### src/rtl/gpio_fsel_bank.sv
module gpio_fsel_bank #(
  parameter int PINS   = 16,
  parameter int ALT_N  = 2,
  parameter int ADDR_W = 4
) (
  input  logic                  clk,
  input  logic                  rst_n,
  input  logic [ADDR_W-1:0]     addr,
  input  logic                  we,
  input  logic [31:0]           wdata,
  output logic [31:0]           rdata,
  input  logic [PINS-1:0]       pad_in,
  output logic [PINS-1:0]       pad_out,
  output logic [PINS-1:0]       pad_oe,
  input  logic [ALT_N*PINS-1:0] af_dout,
  input  logic [ALT_N*PINS-1:0] af_oe,
  output logic [PINS-1:0]       af_din
);
  localparam bit TWO_CTRL = (PINS > 8);
  localparam logic [ADDR_W-1:0] CTRL0    = ADDR_W'(0);
  localparam logic [ADDR_W-1:0] CTRL1    = ADDR_W'(4);
  localparam logic [ADDR_W-1:0] DATA_OFF = TWO_CTRL ? ADDR_W'(8) : ADDR_W'(4);

  logic [PINS-1:0][3:0] mode_q;
  logic [PINS-1:0]      dout_q;
  logic [PINS-1:0]      sync1_q, sync2_q;
  logic [PINS-1:0]      rd_dat;

  always_ff @(posedge clk or negedge rst_n) begin
    if (!rst_n) begin
      mode_q  <= '0;
      dout_q  <= '0;
      sync1_q <= '0;
      sync2_q <= '0;
    end else begin
      sync1_q <= pad_in;
      sync2_q <= sync1_q;
      if (we && addr == DATA_OFF) dout_q <= wdata[PINS-1:0];
      for (int n = 0; n < PINS; n++)
        if (we && addr == ((n >= 8) ? CTRL1 : CTRL0))
          mode_q[n] <= wdata[(n%8)*4 +: 4];
    end
  end

  for (genvar n = 0; n < PINS; n++) begin : g_pin
    logic [3:0] m;
    logic is_out, is_alt, ao, ae;
    assign m      = mode_q[n];
    assign is_out = (m == 4'd1);
    assign is_alt = (m >= 4'd2) && (int'(m) < 2 + ALT_N);

    always_comb begin
      ao = 1'b0;
      ae = 1'b0;
      for (int a = 0; a < ALT_N; a++)
        if (m == 4'(2 + a)) begin
          ao = af_dout[a*PINS+n];
          ae = af_oe[a*PINS+n];
        end
    end

    assign pad_out[n] = is_out ? dout_q[n] : ao;
    assign pad_oe[n]  = is_out | ae;
    assign af_din[n]  = is_alt & sync2_q[n];
    assign rd_dat[n]  = is_out ? dout_q[n] : sync2_q[n];
  end

  always_comb begin
    rdata = '0;
    if (addr == CTRL0) begin
      for (int n = 0; n < PINS; n++)
        if (n < 8) rdata[(n%8)*4 +: 4] = mode_q[n];
    end else if (addr == DATA_OFF) begin
      rdata[PINS-1:0] = rd_dat;
    end else if (TWO_CTRL && addr == CTRL1) begin
      for (int n = 0; n < PINS; n++)
        if (n >= 8) rdata[(n%8)*4 +: 4] = mode_q[n];
    end
  end
endmodule

### config.mk
export PLATFORM = sky130hd
export DESIGN_NAME = gpio_fsel_bank
export DESIGN_NICKNAME = d
export VERILOG_FILES = /design/src/rtl/gpio_fsel_bank.sv
export SDC_FILE = /design/constraint.sdc
export NUM_CORES = 1
export LEC_CHECK = 0
export ABC_AREA = 1
export BUFFER_PORTS_ARGS = -buffer_cell sky130_fd_sc_hd__buf_2
export CAP_MARGIN = 25
export CORE_ASPECT_RATIO = 2
export CORE_MARGIN = 3
export CORE_UTILIZATION = 50
export CTS_BUF_LIST = sky130_fd_sc_hd__clkbuf_16
export CTS_CLUSTER_DIAMETER = 200
export DETAILED_ROUTE_END_ITERATION = 8
export HOLD_SLACK_MARGIN = 0.06
export PLACE_DENSITY = 0.81
export SKIP_LAST_GASP = 1
export SYNTH_ARGS = -nofsm -noshare
export SYNTH_HDL_FRONTEND = slang
export SYNTH_SLANG_ARGS = --single-unit
### constraint.sdc
create_clock -name clk -period 1.51 [get_ports clk]
set_input_delay 0.2265 -clock clk [delete_from_list [all_inputs] [get_ports clk]]
set_output_delay 0.2265 -clock clk [all_outputs]
set_load 0.01 [all_outputs]
Word level (Yosys, flattened, before mapping)
Index checks and enable logic that the tools add are counted.
- register bits: 112
- logic and storage cells: 253
- output and inout bits: 80
- muxes and demuxes: 100
- order comparisons: 32
- reduce and logical (&&, ||, !) cells: 20
- bitwise gates (word level): 32
- eq/ne operators: 50
- operator list (cell ; number):
    4-bit by 2-bit == test with 1-bit output (second input constant) ; 32
    1-bit two-way mux ; 96
    4-bit by 1-bit == test with 1-bit output (second input constant) ; 16
    4-bit by 2-bit greater-or-equal comparator with 1-bit output (second input constant) ; 16
    4-bit by 3-bit less-than comparator with 1-bit output (second input constant) ; 16
    32-bit two-way mux ; 2
    16-bit two-way mux ; 2
    1-bit logical AND ; 19
    1-bit bitwise AND ; 16
    1-bit bitwise OR ; 16
    4-bit by 3-bit == test with 1-bit output (second input constant) ; 1
    4-bit == test (second input constant) ; 1
    4-bit zero test ; 1

Logic depth before layout (Yosys ltp)
Gate-level depths: netlist of the first run.
- word-level depth: 4
- mapped depth: 7
- gate-level depth less buffers: 7

Worst setup path before layout of the first run
OpenSTA, ideal clock, no wires.
- kind: input-to-output
- start point: input addr[1]
- end point: output rdata[9]
- data required time: 1.283 ns
- data arrival time: 1.064 ns
- slack: 0.219 ns
- cell stages on the path: 7
- cell sequence: nor2_2 > nand3_2 > inv_2 > buf_4 > buf_2 > nand2_1 > nand3_1
- longest elaborated chain between the ends: 4
- elaborated cells on any way between the ends: 6
- RTL lines (item ; line ; source):
    start: declaration ; 8 ; input logic [ADDR_W-1:0] addr,
    4-bit by 3-bit == test with 1-bit output ; 75 ; end else if (TWO_CTRL && addr == CTRL1) begin
    32-bit two-way mux ; 75 ;
    16-bit two-way mux ; 73 ; end else if (addr == DATA_OFF) begin
    32-bit two-way mux (*) ; 70 ; if (addr == CTRL0) begin
    end: declaration ; 11 ; output logic [31:0] rdata,
Every way passes the cells marked *; elsewhere a longest branch is shown, timed or not.

Final worst setup path of the first run
- start point: register mode_q (netlist bit g_pin[12].m[3])
- end point: output pad_oe[12]
- longest elaborated chain between the ends: 4
- elaborated cells on any way between the ends: 6
- RTL lines (item ; line ; source):
    start: declaration ; 24 ; logic [PINS-1:0][3:0] mode_q;
    start signal: indexed assignment ; 41 ; mode_q[n] <= wdata[(n%8)*4 +: 4];
    4-bit by 2-bit == test with 1-bit output ; 56 ; if (m == 4'(2 + a)) begin
    1-bit two-way mux (2 in series) ; 56 ;
    1-bit bitwise OR (*) ; 63 ; assign pad_oe[n] = is_out | ae;
    end: declaration ; 14 ; output logic [PINS-1:0] pad_oe,
Marks and branches as above.

==> summary.md, run 1 <==
The flow ran to the end, but the final reports show violations. The final reports fail on setup timing. The starting DRC count in detailed routing was 516. The core region is 10600 um2. Setup violations remaining at the end of the flow were counted as 64. After clock tree synthesis, the clock-pin slew on the worst setup and hold paths is 70 ps. The number of synthesized flops with an enable pin was 0. In the routed layout, each cell is associated on average with a via count of 5.61. In the finished design, the share of the clock period the worst path needs comes to 113%.

For hold timing, the worst endpoint is dout_q[10]. The die span in x is 79.9 um. STA classifies the critical path endpoint as an output port. Routability-driven placement finished with a final weighted congestion of 0.889. The total number of yosys warnings was 0. For the remaining max-slew budget at the tightest pin, the log shows 73.0%.

The tools report the reg2reg setup slack as 550 ps. The run gives -30.4 ps as the worst slack at placement. The tools report the critical register-to-register path endpoint as g_pin[7].m[1].

The average size of a mapped cell came out at 7.80 um2. After synthesis, the cell types taking the most area are sky130_fd_sc_hd__dfrtp_1 (51%), sky130_fd_sc_hd__nand2_1 (15%), sky130_fd_sc_hd__nand4_1 (7.3%). Counting the buffers created by CTS gives 9.

Measured along the y axis, the die boundary spans 154 um. The final count of hold timing violations is 0, and the share of the core filled with cells in the final layout is 80.8%. The depth of the worst register-to-register path is 3, and the area enclosed by the die boundary is 12300 um2. For this run the aggregate overflow at the end of global routing stands at 0.

The cell depth of the worst hold path was 3; the fraction of synthesized cell area taken by the top area cell type was 51.4%. The cell leakage power came out at 4.57 nW. Startpoint class of the critical path: a register. The logs give 2 for the worst-case clock buffer depth and 1280 ps for the required time reported for the critical path endpoint. The count of different cell masters after synthesis is 19, and the synthesized net count is 818. The largest stage delay on the critical path was 400 ps; the sequential cell area fraction in the yosys report was 51.4%. Derived from the worst setup path, the maximum achievable clock frequency is 584 MHz.

The kind of cell with the highest combined delay along the critical path is buffers and inverters. TritonCTS built the clock tree. At the pin with the least slew margin, the transition time is 405 ps.

The count of nets left with antenna violations once routing finished came out at 0. Entering global routing, the biggest net connects 49 pins. The routed design has 20900 um of wire.

Once the floorplan was initialized, standard cells occupied 51.4% of the core. Net switching is 34.5% of the power. Clock latency on the worst-skew pair, taken at its later pin, is 340 ps. The sequential cell fraction of total power was 38.7%; the share of async-settable or async-resettable flops after synthesis was 100%. The wire-length estimate of the detail-placed layout is 13400 um. Combinational logic is responsible for 36.4% of the overall power. The peak ir drop on the vdd network was 0.871 mV; the register bit count reported by yosys was 112. After the last flow step, the layout net total stands at 1120. The tools report the internal cell power as 6.74 mW. The run gives 2 as the number of antenna violations at the first check in global routing. sky130_fd_sc_hd__nand2_1 is the most common cell in the netlist.

The worst hold slack came out at 97.4 ps. In this run the most critical hold path is launched from wdata[10]. The synthesized netlist occupies a cell area of 5450 um2. The number of top-level pins came out at 199. For this design, the slowest cell found on the critical path is sky130_fd_sc_hd__dfrtp_1. Summing over every cut layer, the via total after detailed routing is 6425.

For this design the ratio of total power to cell area is 1200 nW/um2. Layout cell share with drive strength beyond 1: 44.2%. For this run, the leading register cell type out of synthesis is sky130_fd_sc_hd__dfrtp_1. The largest driver fanout on the critical path is 4, and the number of buffer cells added on primary ports is 198. The run gives 31.9% as the global-route usage over all layers. The library cell occupying the most area in the post-synthesis netlist was sky130_fd_sc_hd__dfrtp_1.

For the total of fill cells in the finished design, the log shows 706. After detailed routing, the average wire length per cell comes to 18.2 um. The tools report the via count of the first global-routing pass as 6298.

For the global-route wire length before repair, the log shows 30200 um. Across the run, the number of max-cap violations was 0. The area growth from synthesis to final layout was 57.1%.

The combined buffer and inverter count along the critical path is 3, and the final setup skew is 1.65 ps. The analysis attributes to net switching a power of 3.54 mW. For this run, design rule violations remaining after detail routing come to 0. The number of max-slew violations in the final report is 0, and the minimum period implied by the final worst setup slack is 1710 ps.

Setup repair after global routing could not meet its margin everywhere. The signal on the critical path passes through nor2_1 -> buf_4 -> buf_6 -> nand4_1 -> nand3_1 -> buf_2. The proportion of power drawn by the clock network came out at 24.9%.

The min-delay analysis places its worst path in the category in2reg. The maximum level of the CTS H-tree came out at 3. Data arrives at the worst endpoint at 1480 ps.

The count of clock tree sinks was 112. By count the netlist is led by sky130_fd_sc_hd__nand2_1 (213), sky130_fd_sc_hd__dfrtp_1 (112), sky130_fd_sc_hd__inv_1 (67). The classification of the worst setup path is reg2out. The root buffer cell chosen for the clock tree is sky130_fd_sc_hd__clkbuf_16.

After technology mapping, the gate count stands at 699. Row generation in the floorplan step produced 53 rows. Startpoint of the lowest-slack register-to-register path: g_pin[7].m[1]. Iteration count of the initial detailed-routing pass: 6. The worst path setup slack after routing came out at -201 ps.
==> state kept, by name, summed over array words and instances (netlist names) <==
name	count
sync1_q	16
dout_q	16
sync2_q	16
g_pin.m	64
==> area by class of cell <==
| type | count | area [um2] | share of cell area, % |
|---|---|---|---|
| inverters | 69 | 259 | 3.02 |
| diodes | 2 | 5.00 | 0.0584 |
| clock inverters | 7 | 95.1 | 1.11 |
| flip-flops and latches | 112 | 2810 | 32.8 |
| repair buffers | 329 | 2310 | 26.9 |
| multi-input cells | 480 | 2700 | 31.5 |
| well taps | 137 | 171 | 2.00 |
| clock buffers | 9 | 225 | 2.63 |
==> routing by layer <==
layer	vias up	wire, um	part of all wire (%)	GRT usage [%]
li1	2930	-	-	-
met1	3034	6830	33	32.9
met2	358	11400	55	58.1
met3	101	1280	6.2	5.16
met4	2	1370	6.5	19.9
met5	-	7	0.034	0
==> cells in the final DEF (no fill, tap or decap), drive strengths merged <==
master / n
clkbuf: 9
nor2: 34
o21ai: 80
diode: 2
buf: 312
inv: 70
nand4: 64
o22ai: 4
nor3: 1
dfrtp: 112
bufinv: 2
and3: 16
nand3: 66
nand2: 215
clkinv: 4
dlygate4sd3: 17
==> stage by stage <==
stage	area (um2)	setup TNS, ps	std cells	total power [mW]
after floorplan	5450	0	699	5.17
after global placement	7000	-94.4	1056	6.43
after detailed placement	7000	-126	1056	6.51
after CTS	8070	-4870	1129	9.70
after global routing	8570	-9670	1144	10.7
final	8570	-5830	1145	10.3
==> logic make-up (layout without fill, tap and decap cells) <==
kind of cell           count (synthesis)  count (layout)  share of synthesized area, %
AOI/OAI and AO/OA                     84              84                          7.80
buffers and inverters                107             414                          7.89
and+or+nand+nor                      396             396                          32.9
DFF                                  112             112                          51.4
other                                  0               2                             0
==> repair_timing <==
action,4_1_cts,5_1_grt
endpoints found under the setup margin,64,69
hold buffers,17,0
hold endpoints to repair,42,0
pin swaps,43,49
setup buffers,40,15
gates resized for setup,72,105
==> power groups by stage <==
stage | sequential, mW | clock (mW) | combinational, mW
floorplan | 3.79 | 0 | 1.38
global placement | 3.91 | 0 | 2.52
detailed placement | 3.92 | 0 | 2.58
CTS | 3.89 | 2.60 | 3.21
global route | 4.02 | 2.69 | 4.03
finish | 3.98 | 2.56 | 3.74
==> tightest hold or removal path, cell delays in order <==
cell,delay (ps)
sky130_fd_sc_hd__buf_2,80
sky130_fd_sc_hd__nand2_1,40
sky130_fd_sc_hd__o21ai_0,50
==> worst max-delay path by stage <==
stage | from | end | slack (ps) | depth (start not counted)
6_report | g_pin[12].m[3] | pad_oe[12] | -200 | 6
5_1_grt | g_pin[2].m[2] | rdata[2] | -270 | 7
4_1_cts | g_pin[12].m[3] | rdata[12] | -190 | 8
3_5_place_dp | addr[1] | rdata[15] | -30 | 8
3_3_place_gp | addr[1] | rdata[15] | -30 | 8
2_1_floorplan | addr[1] | rdata[9] | 220 | 7
(Power assumes the default switching activity.)
==> run 2: changes to the inputs <==
--- a/config.mk
+++ b/config.mk
@@ -15,7 +15,8 @@
 export CTS_CLUSTER_DIAMETER = 200
 export DETAILED_ROUTE_END_ITERATION = 8
 export HOLD_SLACK_MARGIN = 0.06
-export PLACE_DENSITY = 0.81
+export PLACE_DENSITY = 0.82
+export SETUP_SLACK_MARGIN = 0.05
 export SKIP_LAST_GASP = 1
 export SYNTH_ARGS = -nofsm -noshare
 export SYNTH_HDL_FRONTEND = slang
==> run 2 against run 1 <==
Net effect: the flow still finishes with violations (setup timing); routed wire length decreased by 0.33%; worst setup slack lost 13 ps; sequential cell count unchanged; sequential power about the same; sequential share of layout area is 0.28 points lower; register-to-register slack worse by 40 ps; die area did not move; non-clock buffer count rose by 7; final area increased by 0.85%; critical endpoint is now rdata[5]; highest routed layer is now met4.
==> summary.md, run 2 (synthesis gave the netlist of run 1 again) <==
The required time reported for the critical path endpoint is 1280 ps, and the final count of hold timing violations is 0. The analysis attributes to net switching a power of 3.59 mW. Number of flip-flops in the largest register: 64. The cell sitting at the root of the clock tree is a sky130_fd_sc_hd__clkbuf_16. Counting tap cells, the placed design contains a total of 1054 instances. The count of nets left with antenna violations once routing finished came out at 0. Excluding fillers, the count of instances in the completed layout stands at 1155. The final net count is 1127, and the number of antenna violations at the first check in global routing is 5. The count of buffers added on input and output ports is 198. Net switching is 35.0% of the power.

The tools report the startpoint of the lowest-slack register-to-register path as g_pin[3].m[0]. Counting instances, the worst hold path has a depth of 3. The tools report the maximum level of the CTS H-tree as 3.

Summed over all nets, the half-perimeter wirelength after detailed placement is 13500 um. The maximum operating frequency was 580 MHz; the floorplan core area was 10600 um2. The worst hold path begins at wdata[0]. The remaining max-slew budget at the tightest pin is 76.4%, and the final weighted congestion in routability-driven placement is 0.857.

Startpoint class of the critical path: a register. In this run the vertical extent of the chip is 154 um. At the pin with the least slew margin, the transition time is 354 ps. Critical register-to-register path endpoint: g_pin[3].m[0]. The classification of the worst setup path was reg2out.

For the share of total power in combinational logic, the log shows 37.8%. Initial core utilization: 51.4%. The wire length per cell works out to 18.0 um. Leaving out fill and tap cells, the most frequent cell in the layout is sky130_fd_sc_hd__nand2_1. For this block, the routed nets add up to 20800 um of wire. The count of clock tree sinks was 112; the area growth from synthesis to final layout was 58.4%. The run gives 30200 um as the global-route wire length before repair.

The minimum period implied by the final worst setup slack was 1720 ps; the worst path setup slack after routing was -214 ps. In the routed design, unresolved DRC markers number 0. The cell area power density was 1190 nW/um2; the number of top-level pins was 199.

Cell internal power was estimated by the tool at 6.68 mW. The iteration count of the initial detailed-routing pass is 5. The logs give 350 ps for the clock latency at the later pin of the worst-skew pair and 81.4% for the share of the core filled with cells in the final layout. For the peak ir drop on the vdd network, the log shows 0.942 mV.

The checks that failed: setup timing. In the layout the commonest cells are sky130_fd_sc_hd__nand2_1 (177), sky130_fd_sc_hd__buf_2 (175), sky130_fd_sc_hd__dfrtp_1 (109), sky130_fd_sc_hd__buf_4 (93), sky130_fd_sc_hd__nand4_1 (64). Across all layers, the routed design uses 6393 vias. The run finished, with violations left. The ratio of final minimum period to clock period was 114%. Measured in cells, the most critical reg-to-reg path has a length of 4.

Hold-critical path endpoint: dout_q[0]. The tools report the via count of the first global-routing pass as 6540. The area enclosed by the die boundary is 12300 um2, and the CTS buffer count is 9.

For the cell leakage power, the log shows 4.63 nW. The share of total power dissipated in sequential elements is 38.5%. TritonCTS built the clock tree. STA classifies the critical path endpoint as an output port. Across the run, the number of max-cap violations was 0.

Setup violations remaining at the end of the flow were counted as 63. In this run the deepest clock path goes through 2 buffers. Along the worst path, the maximum fanout reaches 3. Across all register-to-register paths, the minimum setup slack is 510 ps. The total overflow left after global routing is 0. The arrival time at the worst endpoint is 1500 ps. The tools report the final setup skew as 3.41 ps. The layout cell share with drive strength beyond 1 works out to 45.1%.

In the routed layout, each cell is associated on average with a via count of 5.54. The run gives 65 as the pin count of the biggest net entering global routing. The register clock-pin slew on the reported worst setup and hold paths is 70 ps, and the number of core rows is 53. The die span in x was 79.9 um.

The path class of the tightest hold or removal check is in2reg. For the number of max-slew violations in the final report, the log shows 0. Global routing used 31.8% of the available tracks across all layers. The clock network is responsible for 23.7% of the overall power. Setup repair after global routing could not meet its margin everywhere. The first routing iteration left 459 violations.
## run 2: metal layers
metal / part of all wire (%) / track usage, % / up-vias / wire [um]
li1: - / - / 2952 / -
met1: 33 / 30.5 / 3039 / 6830
met2: 55 / 58.9 / 310 / 11400
met3: 5.0 / 4.45 / 92 / 1050
met4: 7.2 / 23.4 / 0 / 1500
met5: 0 / 0 / - / 0
## run 2: metrics by stage
step / setup WS, ps / total power [mW] / area (um2) / TNS, ps / hold slack, ps
finish: -214 / 10.3 / 8640 / -5900 / 103
global placement: 10.1 / 6.44 / 7000 / 0 / 153
detailed placement: 12.1 / 6.51 / 7000 / 0 / 154
floorplan: 219 / 5.17 / 5450 / 0 / -69.1
global route: -284 / 10.8 / 8640 / -9940 / 110
CTS: -152 / 9.72 / 8190 / -4160 / 96.8
## run 2: power groups by stage
stage          Sequential, mW  Clock, mW  Combinational (mW)
2_1_floorplan            3.79          0                1.38
3_3_place_gp             3.90          0                2.54
3_5_place_dp             3.92          0                2.59
4_1_cts                  3.88       2.45                3.39
5_1_grt                  4.00       2.58                4.19
6_report                 3.95       2.43                3.89
## run 2: repair_timing
item	in CTS	in global routing
gates resized for setup	84	99
buffers inserted	51	15
endpoints found under the hold margin	37	0
setup endpoints to repair	66	79
pin swaps	48	55
hold buffers	17	0
## run 2: critical path, stage by stage (launching register included)
cell and delay (ps):
sky130_fd_sc_hd__dfrtp_1 410, sky130_fd_sc_hd__nor2_4 190, sky130_fd_sc_hd__nand2_2 80, sky130_fd_sc_hd__nand2_2 70, sky130_fd_sc_hd__nand2_2 60, sky130_fd_sc_hd__nand2_1 70, sky130_fd_sc_hd__nand3_1 100, sky130_fd_sc_hd__buf_2 160
## run 2: cell type report
cell class              count  area, um2
fillers                   670       1970
flip-flops and latches    112       2810
multi-input cells         480       2690
clock buffers               9        225
clock inverters             7       77.6
repair buffers            336       2400
well taps                 137        171
inverters                  69        262
diodes                      5       12.5
## run 2: worst max path at each step
| stage | from | to | cells past startpoint | slack, ps |
|---|---|---|---|---|
| detailed placement | addr[1] | rdata[9] | 8 | 10 |
| global route | g_pin[13].m[3] | rdata[13] | 8 | -280 |
| floorplan | addr[1] | rdata[9] | 7 | 220 |
| global placement | addr[1] | rdata[9] | 8 | 10 |
| finish | g_pin[5].m[2] | rdata[5] | 7 | -210 |
| CTS | g_pin[12].m[3] | rdata[12] | 8 | -150 |
